==> src/rtl/rtc_i2c_regif.sv <==
module rtc_i2c_regif #(
  parameter logic [6:0] DEV_ADDR = 7'b0110010,
  parameter int FILT_LEN = 3
) (
  input  logic       clk,
  input  logic       rst_n,
  input  logic       scl_i,
  input  logic       sda_i,
  output logic       sda_oe,
  output logic [3:0] reg_addr,
  output logic       reg_wr_en,
  output logic [7:0] reg_wdata,
  input  logic [7:0] reg_rdata,
  output logic [3:0] fmt_o,
  input  logic       sec_tick,
  output logic       sec_inc,
  output logic       carry_hold
);

  typedef enum logic [3:0] {
    S_IDLE, S_ADDR, S_AACK, S_CMD, S_CACK, S_WR, S_WACK, S_RD, S_MACK
  } st_t;

  logic [1:0] scl_s, sda_s;
  logic [FILT_LEN-1:0] scl_h, sda_h;
  logic scl_f, sda_f, scl_d, sda_d;

  always_ff @(posedge clk or negedge rst_n) begin
    if (!rst_n) begin
      scl_s <= '1; sda_s <= '1;
      scl_h <= '1; sda_h <= '1;
      scl_f <= 1'b1; sda_f <= 1'b1;
      scl_d <= 1'b1; sda_d <= 1'b1;
    end else begin
      scl_s <= {scl_s[0], scl_i};
      sda_s <= {sda_s[0], sda_i};
      scl_h <= {scl_h[FILT_LEN-2:0], scl_s[1]};
      sda_h <= {sda_h[FILT_LEN-2:0], sda_s[1]};
      if (&scl_h) scl_f <= 1'b1; else if (~|scl_h) scl_f <= 1'b0;
      if (&sda_h) sda_f <= 1'b1; else if (~|sda_h) sda_f <= 1'b0;
      scl_d <= scl_f;
      sda_d <= sda_f;
    end
  end

  wire scl_rise = scl_f & ~scl_d;
  wire scl_fall = ~scl_f & scl_d;
  wire bus_start = scl_f & scl_d & sda_d & ~sda_f;
  wire bus_stop  = scl_f & scl_d & ~sda_d & sda_f;

  st_t        st;
  logic [3:0] cnt;
  logic [7:0] sh;
  logic [3:0] ptr;
  logic       rw, mnack, pend;

  always_ff @(posedge clk or negedge rst_n) begin
    if (!rst_n) begin
      st <= S_IDLE; cnt <= '0; sh <= '0; ptr <= 4'hF; fmt_o <= '0;
      rw <= 1'b0; mnack <= 1'b0; pend <= 1'b0; carry_hold <= 1'b0;
      sec_inc <= 1'b0; reg_wr_en <= 1'b0; reg_wdata <= '0;
    end else begin
      reg_wr_en <= 1'b0;
      if (reg_wr_en) ptr <= ptr + 4'd1;
      sec_inc <= sec_tick & ~carry_hold;
      if (sec_tick & carry_hold) pend <= 1'b1;
      if (bus_stop) begin
        st <= S_IDLE;
        carry_hold <= 1'b0;
        ptr <= 4'hF;
        sec_inc <= pend | sec_tick;
        pend <= 1'b0;
      end else if (bus_start) begin
        st <= S_ADDR;
        cnt <= '0;
        carry_hold <= 1'b1;
      end else begin
        case (st)
          S_ADDR, S_CMD, S_WR: begin
            if (scl_rise && cnt != 4'd8) begin
              sh <= {sh[6:0], sda_f};
              cnt <= cnt + 4'd1;
            end else if (scl_fall && cnt == 4'd8) begin
              cnt <= '0;
              if (st == S_ADDR) begin
                if (sh[7:1] == DEV_ADDR) begin
                  rw <= sh[0];
                  st <= S_AACK;
                end else st <= S_IDLE;
              end else if (st == S_CMD) begin
                ptr <= sh[7:4];
                fmt_o <= sh[3:0];
                st <= S_CACK;
              end else begin
                reg_wr_en <= 1'b1;
                reg_wdata <= sh;
                st <= S_WACK;
              end
            end
          end
          S_AACK: if (scl_fall) begin
            cnt <= '0;
            if (rw) begin
              st <= S_RD;
              sh <= reg_rdata;
            end else st <= S_CMD;
          end
          S_CACK, S_WACK: if (scl_fall) begin
            cnt <= '0;
            st <= S_WR;
          end
          S_RD: if (scl_fall) begin
            sh <= {sh[6:0], 1'b0};
            cnt <= cnt + 4'd1;
            if (cnt == 4'd7) begin
              st <= S_MACK;
              ptr <= ptr + 4'd1;
            end
          end
          S_MACK: begin
            if (scl_rise) mnack <= sda_f;
            if (scl_fall) begin
              cnt <= '0;
              if (mnack) st <= S_IDLE;
              else begin
                st <= S_RD;
                sh <= reg_rdata;
              end
            end
          end
          default: ;
        endcase
      end
    end
  end

  assign reg_addr = ptr;
  assign sda_oe = (st == S_AACK) | (st == S_CACK) | (st == S_WACK) |
                  ((st == S_RD) & ~sh[7]);

endmodule

==> config.mk <==
export PLATFORM = sky130hd
export DESIGN_NAME = rtc_i2c_regif
export DESIGN_NICKNAME = d
export VERILOG_FILES = /design/src/rtl/rtc_i2c_regif.sv
export SDC_FILE = /design/constraint.sdc
export NUM_CORES = 1
export LEC_CHECK = 0
export ABC_AREA = 1
export BUFFER_PORTS_ARGS = -buffer_cell sky130_fd_sc_hd__buf_2
export CAP_MARGIN = 15
export CORE_MARGIN = 1
export CORE_UTILIZATION = 54
export CTS_BUF_LIST = sky130_fd_sc_hd__clkbuf_4 sky130_fd_sc_hd__clkbuf_8
export DETAILED_ROUTE_END_ITERATION = 6
export PLACE_DENSITY = 0.86
export RECOVER_POWER = 100
export SYNTH_ARGS = -nofsm -noshare
export SYNTH_HDL_FRONTEND = slang
export SYNTH_SLANG_ARGS = --single-unit
==> constraint.sdc <==
create_clock -name clk -period 1.68 [get_ports clk]
set_input_delay 0.336 -clock clk [delete_from_list [all_inputs] [get_ports clk]]
set_output_delay 0.336 -clock clk [all_outputs]
set_load 0.01 [all_outputs]
==> flow_metrics.py, run 1 <==
metrics = {
    "clocking": {
        "cts-root-buf": "clkbuf_8",
        "clockBufferDepth": 2,
        "cts_tree": "built",
        "clock_latency_ps": 300,
        "clkTransAtPathRegs_ps": 100,
        "cts_buffers": 5,
        "clock-sinks": 52,
        "h-tree-depth": 2,
    },
    "setup_path": {
        "critPathLaunchType": "register",
        "cp_cell_sequence": "buf_4 > nand4_4 > o21ai_2 > buf_2",
        "cp_top_family": "flip-flops",
        "cpPeakStageDelay_ps": 440,
        "cp_max_fo": 6,
        "worstSetupPathType": "register to output port",
        "cp_slowest_cell": "dfrtp_2",
        "arrival_ps": 1370,
        "crit_path_end_kind": "output port",
        "cp.required_ps": 1340,
        "cp.buffers_inverters": 2,
    },
    "final_layout": {
        "diodes": 0,
        "instances_no_fill": 525,
        "fillers": 356,
        "final_common_cell": "nand2_1",
        "final_util_pct": 71.2,
        "area_growth_pct": 24.9,
        "layout_common_cells": "114 x nand2_1, 37 x nor2_1",
        "final_area_sq_um": 3680,
        "nets": 470,
        "drive_gt1_share_pct": 31.4,
    },
    "die": {
        "die_w_um": 75.9,
        "core_area_sq_um": 5170,
        "die_y_um": 75.9,
        "dieArea_sq_um": 5760,
        "initial_core_util_pct": 57.0,
        "row_count": 26,
        "io_pins": 33,
    },
    "sta": {
        "finalCriticalPeriod_ps": 1710,
        "fin_crit_sh_pct": 102,
        "drv_slew": 0,
        "finClkSkew_ps": 7.82,
        "setup_viol": 2,
        "max-slew-margin-rel_pct": 66.2,
        "setup_ws_ps": -27.5,
        "tightestPinTransition_ps": 507,
        "max_freq_ghz": 0.586,
        "timing_hold_violations_final": 0,
        "grt_setup_unrepaired": "yes",
    },
    "global_routing": {
        "grt_max_degree": 34,
        "antenna_found_initial": 0,
        "grt-ovfl-total": 0,
        "grt.total_usage_pct": 25.5,
        "grt_pass1_wl_um": 12000,
        "grt_pass1_vias": 2616,
    },
    "status": {
        "status": "complete, but fails checks",
        "violations": "setup timing",
    },
    "yosys": {
        "synth_edf_count": 0,
        "syn_nets": 401,
        "synth_area_sq_um": 2950,
        "ys_warn_count": 0,
        "seq_area_frac_synth_pct": 44.9,
        "ys_async_sr_fraction_pct": 100,
        "synth_seq_cells": 52,
        "ys.flop_type": "dfrtp_1",
        "synthCells": 385,
        "synth_top_cell_by_area": "dfrtp_1",
        "synth_top_area_share_pct": 28.9,
        "synthTopCellsByArea": "dfrtp_1 29%, dfstp_2 16%, nand2_1 16%",
        "avgSynthCellArea_sq_um": 7.66,
        "netlist-cell-type-count": 31,
    },
    "power_and_ir_drop": {
        "seqPwrFrac_pct": 28.2,
        "clkPwrFrac_pct": 12.2,
        "netSwitchingPower_mw": 3.34,
        "p_per_area_nw_per_um2": 1900,
        "switching_share_pct": 47.8,
        "peakVddDrop_mv": 1.16,
        "p_leak_nw": 1.80,
        "pwr-share-comb_pct": 59.6,
        "fin_total_pwr_mw": 6.98,
        "p_int_mw": 3.64,
    },
    "drt": {
        "initialDrtViolationCount": 214,
        "drt_first_pass_iters": 5,
        "via_count": 2864,
        "wl_um": 7730,
        "ant_nets": 0,
        "vias_per_cell": 5.46,
        "avgRoutedWirePerCell_um": 14.7,
        "drc_errors": 0,
    },
    "placed_design": {
        "port_buffers": 32,
        "gp_congestion": 0.936,
        "dp_cells": 495,
        "place_ws_ps": -62.2,
        "post_dp_cell_area_sq_um": 3270,
        "hpwl_um": 5100,
    },
    "min_path": {
        "hold_class": "primary input to register",
    },
    "flow_run": {
        "cap_violations": 0,
    },
}
-- repair_timing --
| item | 4_1_cts | 5_1_grt |
|---|---|---|
| gates cloned | 0 | 1 |
| hold endpoints to repair | 11 | 0 |
| setup buffers | 6 | 14 |
| endpoints found under the setup margin | 5 | 31 |
| gates resized for setup | 14 | 37 |
| hold buffers | 1 | 0 |
| pin swaps | 2 | 15 |
-- Yosys cell counts, types with 2 or more instances --
cell,count
o21ai_0,17
nor2_4,7
nor2_1,45
nor3_1,4
nor2_8,2
dfrtp_1,34
nand2_2,8
a21oi_1,5
nand4_1,2
xor2_1,3
nand2_4,6
o21ai_1,14
a31oi_1,2
ha_1,3
buf_2,2
o2111ai_1,2
buf_6,2
nor2_2,5
nand3_1,32
nand2_1,125
inv_2,6
inv_1,33
dfstp_2,18
-- layer usage --
| layer | wire length [um] | up-vias | share of wire (%) | track usage (%) |
|---|---|---|---|---|
| met5 | 0 | - | 0 | 0 |
| met3 | 373 | 18 | 4.8 | 4.46 |
| met2 | 3980 | 109 | 51 | 43.3 |
| met4 | 167 | 0 | 2.2 | 8.85 |
| li1 | - | 1358 | - | - |
| met1 | 3210 | 1379 | 42 | 32.9 |
-- logic make-up after synthesis --
kind of cell	Yosys count	synth area share, %
flip-flops	52	44.9
AO/OA/AOI/OAI	43	8.10
AND/OR/NAND/NOR	238	38.0
adder cells (fa/ha/maj)	3	1.27
buffers and inverters	46	6.83
XOR/XNOR	3	0.891
-- power by group through the flow --
stage | clock, mW | combinational [mW] | sequential [mW]
6_report | 0.853 | 4.16 | 1.97
5_1_grt | 0.912 | 4.58 | 2.01
4_1_cts | 0.865 | 3.45 | 1.94
3_5_place_dp | 0 | 3.25 | 1.96
3_3_place_gp | 0 | 3.16 | 1.94
2_1_floorplan | 0 | 2.53 | 1.92
-- path summary, 6_finish.rpt --
kind,slack [ps],endpoint,from,cells after the start
setup / recovery,-30,sda_oe,st[0]$_DFFE_PN0P_,4
hold reg to reg,360,scl_s[1]$_DFF_PN1_,scl_s[0]$_DFF_PN1_,0
hold / removal,120,scl_s[0]$_DFF_PN1_,scl_i,1
max in group asynchronous,250,reg_addr[2]$_DFF_PN1_,rst_n,3
min in group asynchronous,520,pend$_DFFE_PN0P_,rst_n,2
setup reg to reg,-10,st[0]$_DFFE_PN0P_,cnt[0]$_DFFE_PN0P_,10
-- worst register-to-register path, stage by stage (launching register included) --
cell     delay (ps)
dfrtp_1         400
buf_4           160
ha_1            210
nand2_1         130
nor2_2           70
nor2_1          190
nand2_1         100
nand3_2         120
inv_1            70
nand3_1          70
nand2_1          80
-- metrics by stage --
step | TNS [ps] | hold WS [ps]
after CTS | -50.7 | 117
after floorplan | 0 | 40.4
after global placement | 0 | 311
after detailed placement | -142 | 315
final | -37.7 | 121
after global routing | -1160 | 112
-- layout make-up --
type / instances / area [sq um] / area share, %
multi-input combinational: 288 / 1570 / 42.7
tap: 70 / 87.6 / 2.38
inverter: 41 / 166 / 4.52
sequential: 52 / 1330 / 36.1
clock buffer: 5 / 68.8 / 1.87
clock inverter: 3 / 42.5 / 1.15
timing repair buffer: 66 / 418 / 11.3
-- state kept, by name (all words and copies together) (netlist names), 2 cells and up --
name	count
st	4
reg_addr	4
sh	8
scl_h	3
reg_wdata	8
cnt	4
sda_s	2
scl_s	2
sda_h	3
fmt_o	4
Power figures use the tool's default switching activity.
==> run 2, diff against run 1 <==
SETUP_SLACK_MARGIN = 0.2   (was unset)
==> flow_metrics.py, run 2 (same netlist as run 1, synthesis figures left out) <==
metrics = {
    "status": {
        "status": "complete, but fails checks",
        "violations": "setup timing",
    },
    "die": {
        "io_pins": 33,
        "core_area_sq_um": 5170,
        "die_w_um": 75.9,
        "row_count": 26,
        "die_y_um": 75.9,
        "initial_core_util_pct": 57.0,
        "dieArea_sq_um": 5760,
    },
    "global_routing": {
        "grt.total_usage_pct": 29.7,
        "grt_pass1_vias": 2923,
        "antenna_found_initial": 0,
        "grt-ovfl-total": 0,
        "grt_max_degree": 35,
        "grt_pass1_wl_um": 13400,
    },
    "clocking": {
        "cts-root-buf": "clkbuf_8",
        "clockBufferDepth": 2,
        "cts_buffers": 5,
        "clock-sinks": 52,
        "h-tree-depth": 2,
        "clkTransAtPathRegs_ps": 100,
        "clock_latency_ps": 330,
        "cts_tree": "built",
    },
    "final_layout": {
        "final_common_cell": "nand2_1",
        "reg_top3": "reg_wdata (8), sh (8)",
        "area_growth_pct": 38.7,
        "nets": 489,
        "final_area_sq_um": 4090,
        "drive_gt1_share_pct": 44.7,
        "diodes": 0,
        "layout_common_cells": "104 x nand2_1, 40 x buf_4, 32 x buf_2",
    },
    "drt": {
        "vias_per_cell": 5.96,
        "via_count": 3244,
        "ant_nets": 0,
        "wl_met3_um": 772,
        "drt_first_pass_iters": 5,
        "wl_met2_um": 5140,
        "top_layer": "met4",
        "drc_errors": 0,
        "met1Wirelength_um": 3940,
        "initialDrtViolationCount": 359,
        "avgRoutedWirePerCell_um": 19.2,
        "wl_um": 10500,
    },
    "power_and_ir_drop": {
        "peakVddDrop_mv": 1.25,
        "p_per_area_nw_per_um2": 1990,
        "p_leak_nw": 2.03,
    },
    "setup_path": {
        "worstSetupPathType": "register to register",
        "critPathLaunchType": "register",
        "cp.required_ps": 1950,
        "crit_path_end_kind": "register",
        "arrival_ps": 2070,
        "cp_max_fo": 4,
        "setup.reg_to_reg.worst_slack_ps": -120,
    },
    "sta": {
        "drv_slew": 0,
        "tightestPinTransition_ps": 476,
        "max-slew-margin-rel_pct": 68.3,
        "setup_ws_ps": -121,
        "tns_ps": -942,
        "fin_crit_sh_pct": 107,
        "max_freq_ghz": 0.555,
        "timing_hold_violations_final": 0,
        "finClkSkew_ps": 7.96,
        "setup_viol": 18,
        "grt_setup_unrepaired": "yes",
        "finalCriticalPeriod_ps": 1800,
    },
    "placed_design": {
        "gp_congestion": 0.950,
        "hpwl_um": 5090,
        "post_dp_cell_area_sq_um": 3260,
        "port_buffers": 32,
    },
    "flow_run": {
        "cap_violations": 0,
    },
    "min_path": {
        "hold_class": "primary input to register",
    },
}
## run 2: changes by cell type in the layout (fill, tap and decap cells not counted), moves of 6 or more
cell,before,now
clkbuf_1,13,0
nand2_1,114,104
nor2_1,37,29
nand2_4,10,16
buf_4,30,40
nand3_1,30,24
buf_2,18,32
buf_6,1,10
## run 2: worst paths after layout
path	cells past startpoint	to	startpoint
worst min-delay path	1	sda_s[0]$_DFF_PN1_	sda_i
max in group asynchronous	3	reg_addr[0]$_DFF_PN1_	rst_n
min in group asynchronous	2	pend$_DFFE_PN0P_	rst_n
worst max-delay path	10	reg_addr[2]$_DFF_PN1_	scl_f$_DFFE_PN1P_
worst max register to register	10	reg_addr[2]$_DFF_PN1_	scl_f$_DFFE_PN1P_
worst min register to register	0	sda_s[1]$_DFF_PN1_	sda_s[0]$_DFF_PN1_
## run 2: metal layers
metal / up-vias / global-route usage [%]
li1: 1404 / -
met1: 1551 / 34.1
met2: 221 / 52.0
met3: 68 / 6.75
met4: 0 / 14.6
met5: - / 0
## run 2: final cells by class
cell class / instances / area (sq um)
Clock inverter: 3 / 42.5
Sequential cell: 52 / 1330
Timing Repair Buffer: 85 / 623
Multi-Input combinational cell: 288 / 1770
Tap cell: 70 / 87.6
Inverter: 41 / 171
Fill cell: 281 / 1080
Clock buffer: 5 / 68.8
## run 2: what timing repair did
item / 4_1_cts / 5_1_grt
resized for setup: 61 / 48
gates cloned: 1 / 0
buffers inserted: 26 / 16
endpoints found under the hold margin: 11 / 0
pin swaps: 30 / 38
endpoints found under the setup margin: 33 / 33
hold buffers: 1 / 0
## run 2: per-stage QoR
stage / util, % / power (mW) / std cells / setup WS (ps) / hold slack [ps]
after global routing: 79.1 / 8.56 / 544 / -168 / 95.8
after global placement: 63.0 / 5.12 / 492 / -12.3 / 299
after CTS: 73.1 / 7.02 / 528 / 4.75 / 98.4
final: 79.1 / 8.13 / 544 / -121 / 99.7
after detailed placement: 63.0 / 5.21 / 492 / -56.4 / 304
after floorplan: - / 4.47 / 385 / 193 / 40.4
## run 2: power by group
| group | leakage, nW | internal, mW | switching [mW] |
|---|---|---|---|
| sequential | 0.631 | 1.65 | 0.358 |
| combinational | 1.34 | 2.00 | 3.24 |
| clock | 0.0558 | 0.442 | 0.450 |
| total | 2.03 | 4.08 | 4.05 |
## run 2: critical path, cell delays in order, from the launching register on
cell	delay [ps]
dfstp_2	580
inv_1	100
nand2_2	180
inv_1	160
nand2_2	110
nand2_2	90
nor2_1	180
nor2_1	120
nand2_1	100
nand2_1	50
nand2_1	80
